**src/rtl/evmon_pkg.sv**
```systemverilog
// evmon_pkg: shared constants for the event monitor.
// Holds the register addresses, the control bit positions and the writable masks.
// Assumes 32-bit counters and a 3-bit register address.
package evmon_pkg;
    localparam int CW      = 32;
    localparam int NCTR    = 4;
    localparam int AW      = 3;
    localparam int SELW    = 7;

    localparam logic [AW-1:0] A_CTL0  = 3'd0;
    localparam logic [AW-1:0] A_CTL1  = 3'd1;
    localparam logic [AW-1:0] A_UCTL0 = 3'd2;
    localparam logic [AW-1:0] A_CNT0  = 3'd4;

    localparam int B_FRZ  = 31;
    localparam int B_IRQE = 30;
    localparam int B_C1NE = 29;
    localparam int B_CXNE = 28;
    localparam int B_TRIG = 27;

    localparam int S1_LSB = 6;
    localparam int S1_W   = 7;
    localparam int S2_LSB = 0;
    localparam int S2_W   = 6;
    localparam int S3_LSB = 27;
    localparam int S4_LSB = 22;
    localparam int SX_W   = 5;

    localparam logic [CW-1:0] CTL0_MASK = 32'hF800_1FFF;
    localparam logic [CW-1:0] CTL1_MASK = 32'hFFC0_0000;
endpackage

```
**src/rtl/evmon_evsel.sv**
```systemverilog
// evmon_evsel: picks one event line by code.
// A code at or above NUM_EVT selects nothing, so the output is 0.
module evmon_evsel #(
    parameter int NUM_EVT = 16,
    parameter int SW      = 7
) (
    input  logic [SW-1:0]      code,
    input  logic [NUM_EVT-1:0] evt,
    output logic               hit
);
    // Compare the code with every wired line and OR the matches.
    always_comb begin
        hit = 1'b0;
        for (int i = 0; i < NUM_EVT; i++) begin
            if (32'(code) == i) hit = hit | evt[i];
        end
    end
endmodule

```
**src/rtl/evmon_ctr.sv**
```systemverilog
// evmon_ctr: one event counter with a software load.
// The load has priority over the increment, and the increment adds at most 1.
module evmon_ctr #(
    parameter int CW = 32
) (
    input  logic          clk,
    input  logic          rst_n,
    input  logic          ld,
    input  logic [CW-1:0] ld_val,
    input  logic          inc,
    output logic [CW-1:0] q
);
    // Count register: reset, load, increment or hold.
    always_ff @(posedge clk) begin
        if (!rst_n)   q <= '0;
        else if (ld)  q <= ld_val;
        else if (inc) q <= q + CW'(1);
    end
endmodule

```
**src/rtl/evmon_ctl.sv**
```systemverilog
// evmon_ctl: the control registers, condition detection, trigger release,
// freeze and the interrupt level.
// Assumes neg1 and negx come straight from the counters' top bits.
module evmon_ctl
    import evmon_pkg::*;
(
    input  logic          clk,
    input  logic          rst_n,
    input  logic          wr_ctl0,
    input  logic          wr_ctl1,
    input  logic [CW-1:0] wdata,
    input  logic          neg1,
    input  logic          negx,
    output logic [CW-1:0] ctl0_q,
    output logic [CW-1:0] ctl1_q,
    output logic          hold_x,
    output logic          frozen,
    output logic          irq_q
);
    logic cond;
    logic release_x;

    // An enabled condition: a negative counter whose enable bit is set.
    always_comb begin
        cond = (ctl0_q[B_C1NE] & neg1) | (ctl0_q[B_CXNE] & negx);
    end

    // Hold, freeze and trigger release decisions.
    always_comb begin
        hold_x    = ctl0_q[B_TRIG];
        frozen    = ctl0_q[B_FRZ] & cond;
        release_x = ctl0_q[B_TRIG] & (neg1 | cond);
    end

    // Control 0: a software write wins over the hardware clear of the trigger bit.
    always_ff @(posedge clk) begin
        if (!rst_n)         ctl0_q <= '0;
        else if (wr_ctl0)   ctl0_q <= wdata & CTL0_MASK;
        else if (release_x) ctl0_q[B_TRIG] <= 1'b0;
    end

    // Control 1: the selectors for counters 3 and 4.
    always_ff @(posedge clk) begin
        if (!rst_n)       ctl1_q <= '0;
        else if (wr_ctl1) ctl1_q <= wdata & CTL1_MASK;
    end

    // Interrupt level: set by a condition while enabled, cleared when disabled.
    always_ff @(posedge clk) begin
        if (!rst_n)                  irq_q <= 1'b0;
        else if (!ctl0_q[B_IRQE])    irq_q <= 1'b0;
        else if (cond)               irq_q <= 1'b1;
    end
endmodule

```
**src/rtl/evmon_unit.sv**
```systemverilog
// evmon_unit: top of the four-counter event monitor.
// Decodes the register port, routes the selectors to the event muxes,
// and gates each counter's increment with the hold and freeze decisions.
// Assumes reads are combinational and writes take effect at the rising edge.
module evmon_unit
    import evmon_pkg::*;
#(
    parameter int NUM_EVT = 16
) (
    input  logic               clk,
    input  logic               rst_n,
    input  logic [NUM_EVT-1:0] evt_in,
    input  logic [2:0]         reg_addr,
    input  logic               reg_wr,
    input  logic [31:0]        reg_wdata,
    output logic [31:0]        reg_rdata,
    output logic               irq_o
);
    logic [CW-1:0]             ctl0_q;
    logic [CW-1:0]             ctl1_q;
    logic [NCTR-1:0][CW-1:0]   cnt_q;
    logic [NCTR-1:0][SELW-1:0] sel;
    logic [NCTR-1:0]           hit;
    logic                      hold_x;
    logic                      frozen;
    logic                      negx;

    // Route each counter's selector field, zero-extended to a common width.
    always_comb begin
        sel[0] = SELW'(ctl0_q[S1_LSB +: S1_W]);
        sel[1] = SELW'(ctl0_q[S2_LSB +: S2_W]);
        sel[2] = SELW'(ctl1_q[S3_LSB +: SX_W]);
        sel[3] = SELW'(ctl1_q[S4_LSB +: SX_W]);
    end

    // Negative flag across counters 2 to 4.
    always_comb begin
        negx = 1'b0;
        for (int k = 1; k < NCTR; k++) negx = negx | cnt_q[k][CW-1];
    end

    evmon_ctl u_ctl (
        .clk     (clk),
        .rst_n   (rst_n),
        .wr_ctl0 (reg_wr && reg_addr == A_CTL0),
        .wr_ctl1 (reg_wr && reg_addr == A_CTL1),
        .wdata   (reg_wdata),
        .neg1    (cnt_q[0][CW-1]),
        .negx    (negx),
        .ctl0_q  (ctl0_q),
        .ctl1_q  (ctl1_q),
        .hold_x  (hold_x),
        .frozen  (frozen),
        .irq_q   (irq_o)
    );

    for (genvar k = 0; k < NCTR; k++) begin : g_ctr
        logic ld;
        logic inc;

        evmon_evsel #(.NUM_EVT(NUM_EVT), .SW(SELW)) u_sel (
            .code (sel[k]),
            .evt  (evt_in),
            .hit  (hit[k])
        );

        // Load strobe and gated increment for this counter.
        always_comb begin
            ld  = reg_wr && (reg_addr == A_CNT0 + AW'(k));
            inc = hit[k] && !frozen && !((k != 0) && hold_x);
        end

        evmon_ctr #(.CW(CW)) u_ctr (
            .clk    (clk),
            .rst_n  (rst_n),
            .ld     (ld),
            .ld_val (reg_wdata),
            .inc    (inc),
            .q      (cnt_q[k])
        );
    end

    // Read mux: control registers, the user copy, the counters, otherwise zero.
    always_comb begin
        reg_rdata = '0;
        case (reg_addr)
            A_CTL0, A_UCTL0: reg_rdata = ctl0_q;
            A_CTL1:          reg_rdata = ctl1_q;
            3'd4:            reg_rdata = cnt_q[0];
            3'd5:            reg_rdata = cnt_q[1];
            3'd6:            reg_rdata = cnt_q[2];
            3'd7:            reg_rdata = cnt_q[3];
            default:         reg_rdata = '0;
        endcase
    end
endmodule

```
**config.mk**
```make
export PLATFORM = sky130hd
export DESIGN_NAME = evmon_unit
export DESIGN_NICKNAME = d
export VERILOG_FILES = /design/src/rtl/evmon_pkg.sv /design/src/rtl/evmon_evsel.sv /design/src/rtl/evmon_ctr.sv /design/src/rtl/evmon_ctl.sv /design/src/rtl/evmon_unit.sv
export SDC_FILE = /design/constraint.sdc
export NUM_CORES = 1
export LEC_CHECK = 0
export ABC_AREA = 1
export BUFFER_PORTS_ARGS = -buffer_cell sky130_fd_sc_hd__clkbuf_2
export CORE_UTILIZATION = 40
export CTS_CLUSTER_SIZE = 24
export DETAILED_ROUTE_END_ITERATION = 16
export GPL_TIMING_DRIVEN = 0
export HOLD_SLACK_MARGIN = 0.03
export SYNTH_ARGS = -nofsm -noshare
export SYNTH_HDL_FRONTEND = slang
export SYNTH_SLANG_ARGS = --single-unit
```
**constraint.sdc**
```tcl
create_clock -name clk -period 2.79 [get_ports clk]
set_input_delay 0.1395 -clock clk [delete_from_list [all_inputs] [get_ports clk]]
set_output_delay 0.1395 -clock clk [all_outputs]
set_load 0.01 [all_outputs]
```
== Word level (Yosys, flattened, before mapping) ==
Index checks and enable logic that the tools add are counted.

* Bits in registers: 157
* Input bits: 54
* Output and inout port bits: 33
* Logic and storage cells: 248

* Add/sub/neg operators: 4
* Equality and inequality tests: 66
* Multiplexer cells: 75
* Bitwise operators: 68
* Reduce and logical (&&, ||, !) cells: 27

{| class="wikitable"
|+ Operator list
! operator !! count
|-
| $mux W32 || 8
|-
| $pmux W32 S6 || 1
|-
| $add A32 B1 Y32 const B || 4
|-
| $eq A5 B4 Y1 const B || 16
|-
| $mux W1 || 66
|-
| $or A1 B1 Y1 || 64
|-
| $eq A7 B4 Y1 const B || 8
|-
| $eq A6 B4 Y1 const B || 8
|-
| $eq A5 B3 Y1 const B || 8
|-
| $eq A7 B3 Y1 const B || 4
|-
| $logic_not A7 Y1 || 4
|-
| $eq A6 B3 Y1 const B || 4
|-
| $eq A5 B2 Y1 const B || 4
|-
| $eq A7 B2 Y1 const B || 2
|-
| $logic_and A1 B1 Y1 || 13
|-
| $eq A3 B3 Y1 const B || 4
|-
| $eq A6 B2 Y1 const B || 2
|-
| $eq A5 B1 Y1 const B || 2
|-
| $reduce_bool A2 Y1 || 5
|-
| $eq A7 B1 Y1 const B || 1
|-
| $eq A6 B1 Y1 const B || 1
|-
| $and A1 B1 Y1 || 4
|-
| $eq A3 B1 Y1 const B || 1
|-
| $eq A3 B2 Y1 const B || 1
|-
| 4 further kinds || 5
|}

== Longest topological paths before layout ==
* Depth after elaboration: 36
* Mapped depth: 14
* Mapped depth without buffers: 13

== Modules after synthesis ==
From an unflattened synthesis, not the netlist that was laid out.

* Cells, all modules: 2156
* Area, all modules: 13087.6 µm²

{| class="wikitable"
|+ Modules (own cells, without submodules)
! module !! instances !! cells each !! area an instance (µm²) !! seq. area each (µm²)
|-
| evmon_ctr (g_ctr[0].u_ctr ...) || 3 || 336 || 2194.6 || 640.6
|-
| evmon_ctr (g_ctr[1].u_ctr) || 1 || 339 || 2164.6 || 640.6
|-
| evmon_unit || 1 || 417 || 2019.4 || 0.0
|-
| evmon_ctl || 1 || 172 || 1333.8 || 580.6
|-
| evmon_evsel || 4 || 55 || 246.5 || 0.0
|}

== Worst setup path before layout ==
OpenSTA, ideal clock, no wires.

* Path kind: reg2reg
* From: reg g_ctr[0].u_ctr.q[0]
* To: reg g_ctr[0].u_ctr.q[20]
* Library setup time: 70 ps
* Arrival: 1560 ps
* Data required time: 2720 ps
* Path slack: 1160 ps
* Cell stages (with the launch flop): 12
* Buffers on the path: 0
* Clock period less this slack: 1630 ps
* Cells stage by stage: dfxtp_1 -> ha_1 -> nand3_1 -> nor2_4 -> nand2_1 -> nor2_2 -> nand3_1 -> nand2_1 -> nand3_1 -> nand2_1 -> nand2_1 -> a21oi_1

* Cells in the longest elaborated chain, start to end: 3

{| class="wikitable"
|+ Ends and longest elaborated chain
! what !! line !! source
|-
| start, declared || evmon_ctr.sv:11 || <nowiki>output logic [CW-1:0] q</nowiki>
|-
| start signal, assigned || evmon_ctr.sv:16 || <nowiki>else if (ld) q <= ld_val;</nowiki>
|-
| start signal, assigned || evmon_ctr.sv:17 || <nowiki>else if (inc) q <= q + CW'(1);</nowiki>
|-
| $add A32 B1 Y32 || evmon_ctr.sv:17 ||
|-
| $mux W32 || evmon_ctr.sv:17 ||
|-
| $mux W32 || evmon_ctr.sv:16 ||
|}

Every way passes these cells. The select of a mux whose other input is x is not followed.
A chain may end at the register's enable or synchronous reset.

== Worst setup path after layout ==
* From: reg g_ctr[0].u_ctr.q[31]
* To: reg g_ctr[3].u_ctr.q[29]

* Cells in the longest elaborated chain, start to end: 7

{| class="wikitable"
|+ Ends and longest elaborated chain
! what !! line !! source
|-
| $and A1 B1 Y1 || evmon_ctl.sv:25 || <nowiki>cond = (ctl0_q[B_C1NE] & neg1) | (ctl0_q[B_CXNE] & negx);</nowiki>
|-
| $or A1 B1 Y1 || evmon_ctl.sv:25 ||
|-
| $and A1 B1 Y1 || evmon_ctl.sv:31 || <nowiki>frozen = ctl0_q[B_FRZ] & cond;</nowiki>
|-
| $logic_not A1 Y1 || evmon_unit.sv:70 || <nowiki>inc = hit[k] && !frozen && !((k != 0) && hold_x);</nowiki>
|-
| $logic_and A1 B1 Y1 (2 in series) || evmon_unit.sv:70 ||
|-
| $reduce_bool A2 Y1 (no line) || n/a ||
|-
| end signal, assigned || evmon_ctr.sv:16 ||
|-
| end signal, assigned || evmon_ctr.sv:17 ||
|-
| end, declared || evmon_ctr.sv:11 ||
|}

Every way passes these cells.

==> results.py <==
metrics = {
    "detailed_routing": {
        "avgViaCountPerCell": 5.676,
        "final_antenna_net_count": 0,
        "wl_per_cell_um": 22.17,
        "drc": 0,
        "vias": 15264,
        "drt_iter0_drc": 1779,
        "wl_um": 59600,
        "drtPass1Iterations": 6,
    },
    "power": {
        "p_seq_share_pct": 41.3,
        "ir_drop_v": 0.0004517,
        "share_comb_of_total_power_pct": 17.3,
        "clkPwrFrac_pct": 41.5,
        "p_total_uw": 5823,
        "p_switching_uw": 1976,
        "p_int_uw": 3847,
        "switching_share_pct": 33.93,
        "power_leakage_uw": 0.005053,
        "powerDensity_mw_per_mm2": 417.2,
    },
    "global_route": {
        "grt_overflow": 0,
        "grt_pass1_wl_um": 86280,
        "antenna_found_initial": 2,
        "grt_max_degree": 17,
        "gr-usage-all-layers_pct": 37.64,
        "grt_pass1_vias": 13519,
    },
    "finish": {
        "ff_latch_area_mm2": 0.003143,
        "filler_cell_count": 3419,
        "drive_above_1_share_pct": 10.03,
        "finalNetCount": 2338,
        "multi_input_area_mm2": 0.008189,
        "area_delta_synth_final_pct": 12.42,
        "diodes": 0,
    },
    "yosys": {
        "synth.top_cell.area_share_pct": 25.32,
        "synth_nets": 2229,
        "ys_seq_area_share_pct": 25.32,
        "yosys-top-cells-count": "837 x nand2_1, 222 x nor2_1, 220 x nand3_1, 157 x a21oi_1, 157 x dfxtp_1",
        "synth.most_common_cell": "nand2_1",
        "syn_avg_cell_area_um2": 5.718,
        "synth_cell_type_count": 42,
        "yosys.area.top_type": "dfxtp_1",
        "synthTopCellsByArea": "dfxtp_1 25%, nand2_1 25%, nand3_1 8.9%, nor2_1 6.7%, a21oi_1 6.3%",
        "synthCells": 2171,
        "ys_seq_elements": 157,
        "syn-cell-area_mm2": 0.01241,
        "yosysWarnings": 0,
        "ys.flop_type": "dfxtp_1",
        "async_flop_share_pct": 0,
        "synth_edf_count": 0,
    },
    "sta": {
        "clock_skew_ps": 13.77,
        "clock.fmax_mhz": 441.9,
        "slew_headroom_pct": 38.49,
        "report.final.slew_viol_count": 0,
        "finalHoldViolations": 0,
        "worstMarginPinSlew_ps": 922.6,
        "fin_crit_ps": 2263,
        "fin_hold_ws_ps": 52.26,
        "setup_tns_ps": 0,
        "rsz0062_at_grt": "no",
        "period_share_pct": 81.12,
        "setup_viol": 0,
    },
    "setup_path": {
        "worstSetupPathType": "reg2reg",
        "crit_fanout": 10,
        "cp-start-kind": "register",
        "endpoint_kind": "register",
        "crit_arrival_ps": 2570,
        "required_ps": 3100,
    },
    "placed_design": {
        "buffer_ports.inserted": 86,
        "place.gp.congestion": 1.014,
        "post-dp-hpwl_um": 46570,
    },
    "clock_tree": {
        "cts_resized": 0,
        "clk_pin_slew_ps": 70,
        "clock-sinks": 157,
        "clock_latency_ps": 460,
        "root_buffer": "clkbuf_16",
        "htree_levels": 4,
        "cts_setup_buffers": 0,
        "cts_tree": "built",
        "numCtsBuffers": 17,
        "cts_buffer_depth": 2,
    },
    "status": {
        "status": "complete, no violations",
    },
    "die": {
        "core_mm2": 0.03059,
        "die_area_mm2": 0.03174,
        "rows": 64,
        "fp.dieW_um": 178.2,
        "initial_core_util_pct": 40.58,
        "die_y_um": 178.2,
        "io_pins": 87,
    },
    "run": {
        "maxCapViolations": 0,
    },
    "hold_path": {
        "hp-class": "in2reg",
    },
}
==> metal layers <==
layer  track usage (%)  wire length (um)
met1             51.00             25540
met3             8.248              6051
met2             55.48             24690
met5                 0                 0
met4             19.60              3321
==> per-stage QoR <==
stage	cells	setup slack, ps	util [%]	area [um2]
2_1_floorplan	2171	1160	-	12410
3_3_place_gp	2653	647.4	43.61	13340
3_5_place_dp	2653	657.7	43.61	13340
4_1_cts	2689	637.6	45.62	13960
5_1_grt	2689	359.7	45.62	13960
6_report	2689	526.9	45.62	13960
==> cell families (layout without fill, tap and decap cells) <==
group	after synthesis	after routing	synth area share [%]
buffers and inverters	243	365	8.718
xor gates and xnor gates	54	54	3.810
and+or+nand+nor	1359	1359	45.78
DFF	157	157	25.32
adders and majority gates	4	4	0.4032
AOI/OAI and AO/OA	354	354	15.97
==> critical path, cell delays in order (launching register included) <==
cell and delay (ps):
dfxtp_1 540, nand2_1 70, a21boi_2 190, o21bai_1 420
nor2_1 140, nand2_2 240, nand2_2 160, buf_4 210
nand2_1 80, a21oi_1 60
==> what timing repair did <==
action	CTS	global route
hold buffers	4	0
endpoints found under the setup margin	0	0
endpoints found under the hold margin	4	0
==> worst paths after layout <==
| path | start | end | slack [ps] | cells after the start |
|---|---|---|---|---|
| max reg2reg | g_ctr[0].u_ctr.q[31] | g_ctr[3].u_ctr.q[29] | 530 | 9 |
| min | reg_wdata[29] | g_ctr[2].u_ctr.q[29] | 50 | 5 |
| max | g_ctr[0].u_ctr.q[31] | g_ctr[3].u_ctr.q[29] | 530 | 9 |
| min reg2reg | u_ctl.ctl0_q[30] | u_ctl.irq_q | 480 | 2 |
==> flip-flops by register name (all words and copies together) (netlist names) <==
name / count
g_ctr.u_ctr.q: 128
u_ctl.ctl0_q: 18
u_ctl.irq_q: 1
u_ctl.ctl1_q: 10
==> final cells by class <==
class | instances | share of cell area (%)
clock buffer | 18 | 3.147
buffer | 102 | 3.963
tap | 396 | 3.550
inverter | 141 | 3.792
sequential | 157 | 22.52
clock inverter | 14 | 0.9772
timing repair buffer | 90 | 3.371
multi-input combinational | 1771 | 58.68
==> power groups by stage <==
stage / Combinational, uW / Clock (uW) / Sequential (uW)
3_3_place_gp: 964 / 0 / 2450
2_1_floorplan: 575 / 0 / 2410
6_report: 1010 / 2410 / 2400
4_1_cts: 974 / 2430 / 2400
5_1_grt: 1070 / 2520 / 2410
3_5_place_dp: 967 / 0 / 2450
==> cell usage in the layout (no fill, tap or decap), drive strengths merged, types with 11 or more instances in the layout <==
cell       n
nand2    847
nor2     247
nand3    223
a21oi    157
dfxtp    157
inv      145
clkbuf   143
o21ai    125
buf       63
xnor2     27
xor2      27
a22oi     25
nand3b    24
o2111ai   13
nand4     11
Power figures use the tool's default switching activity.
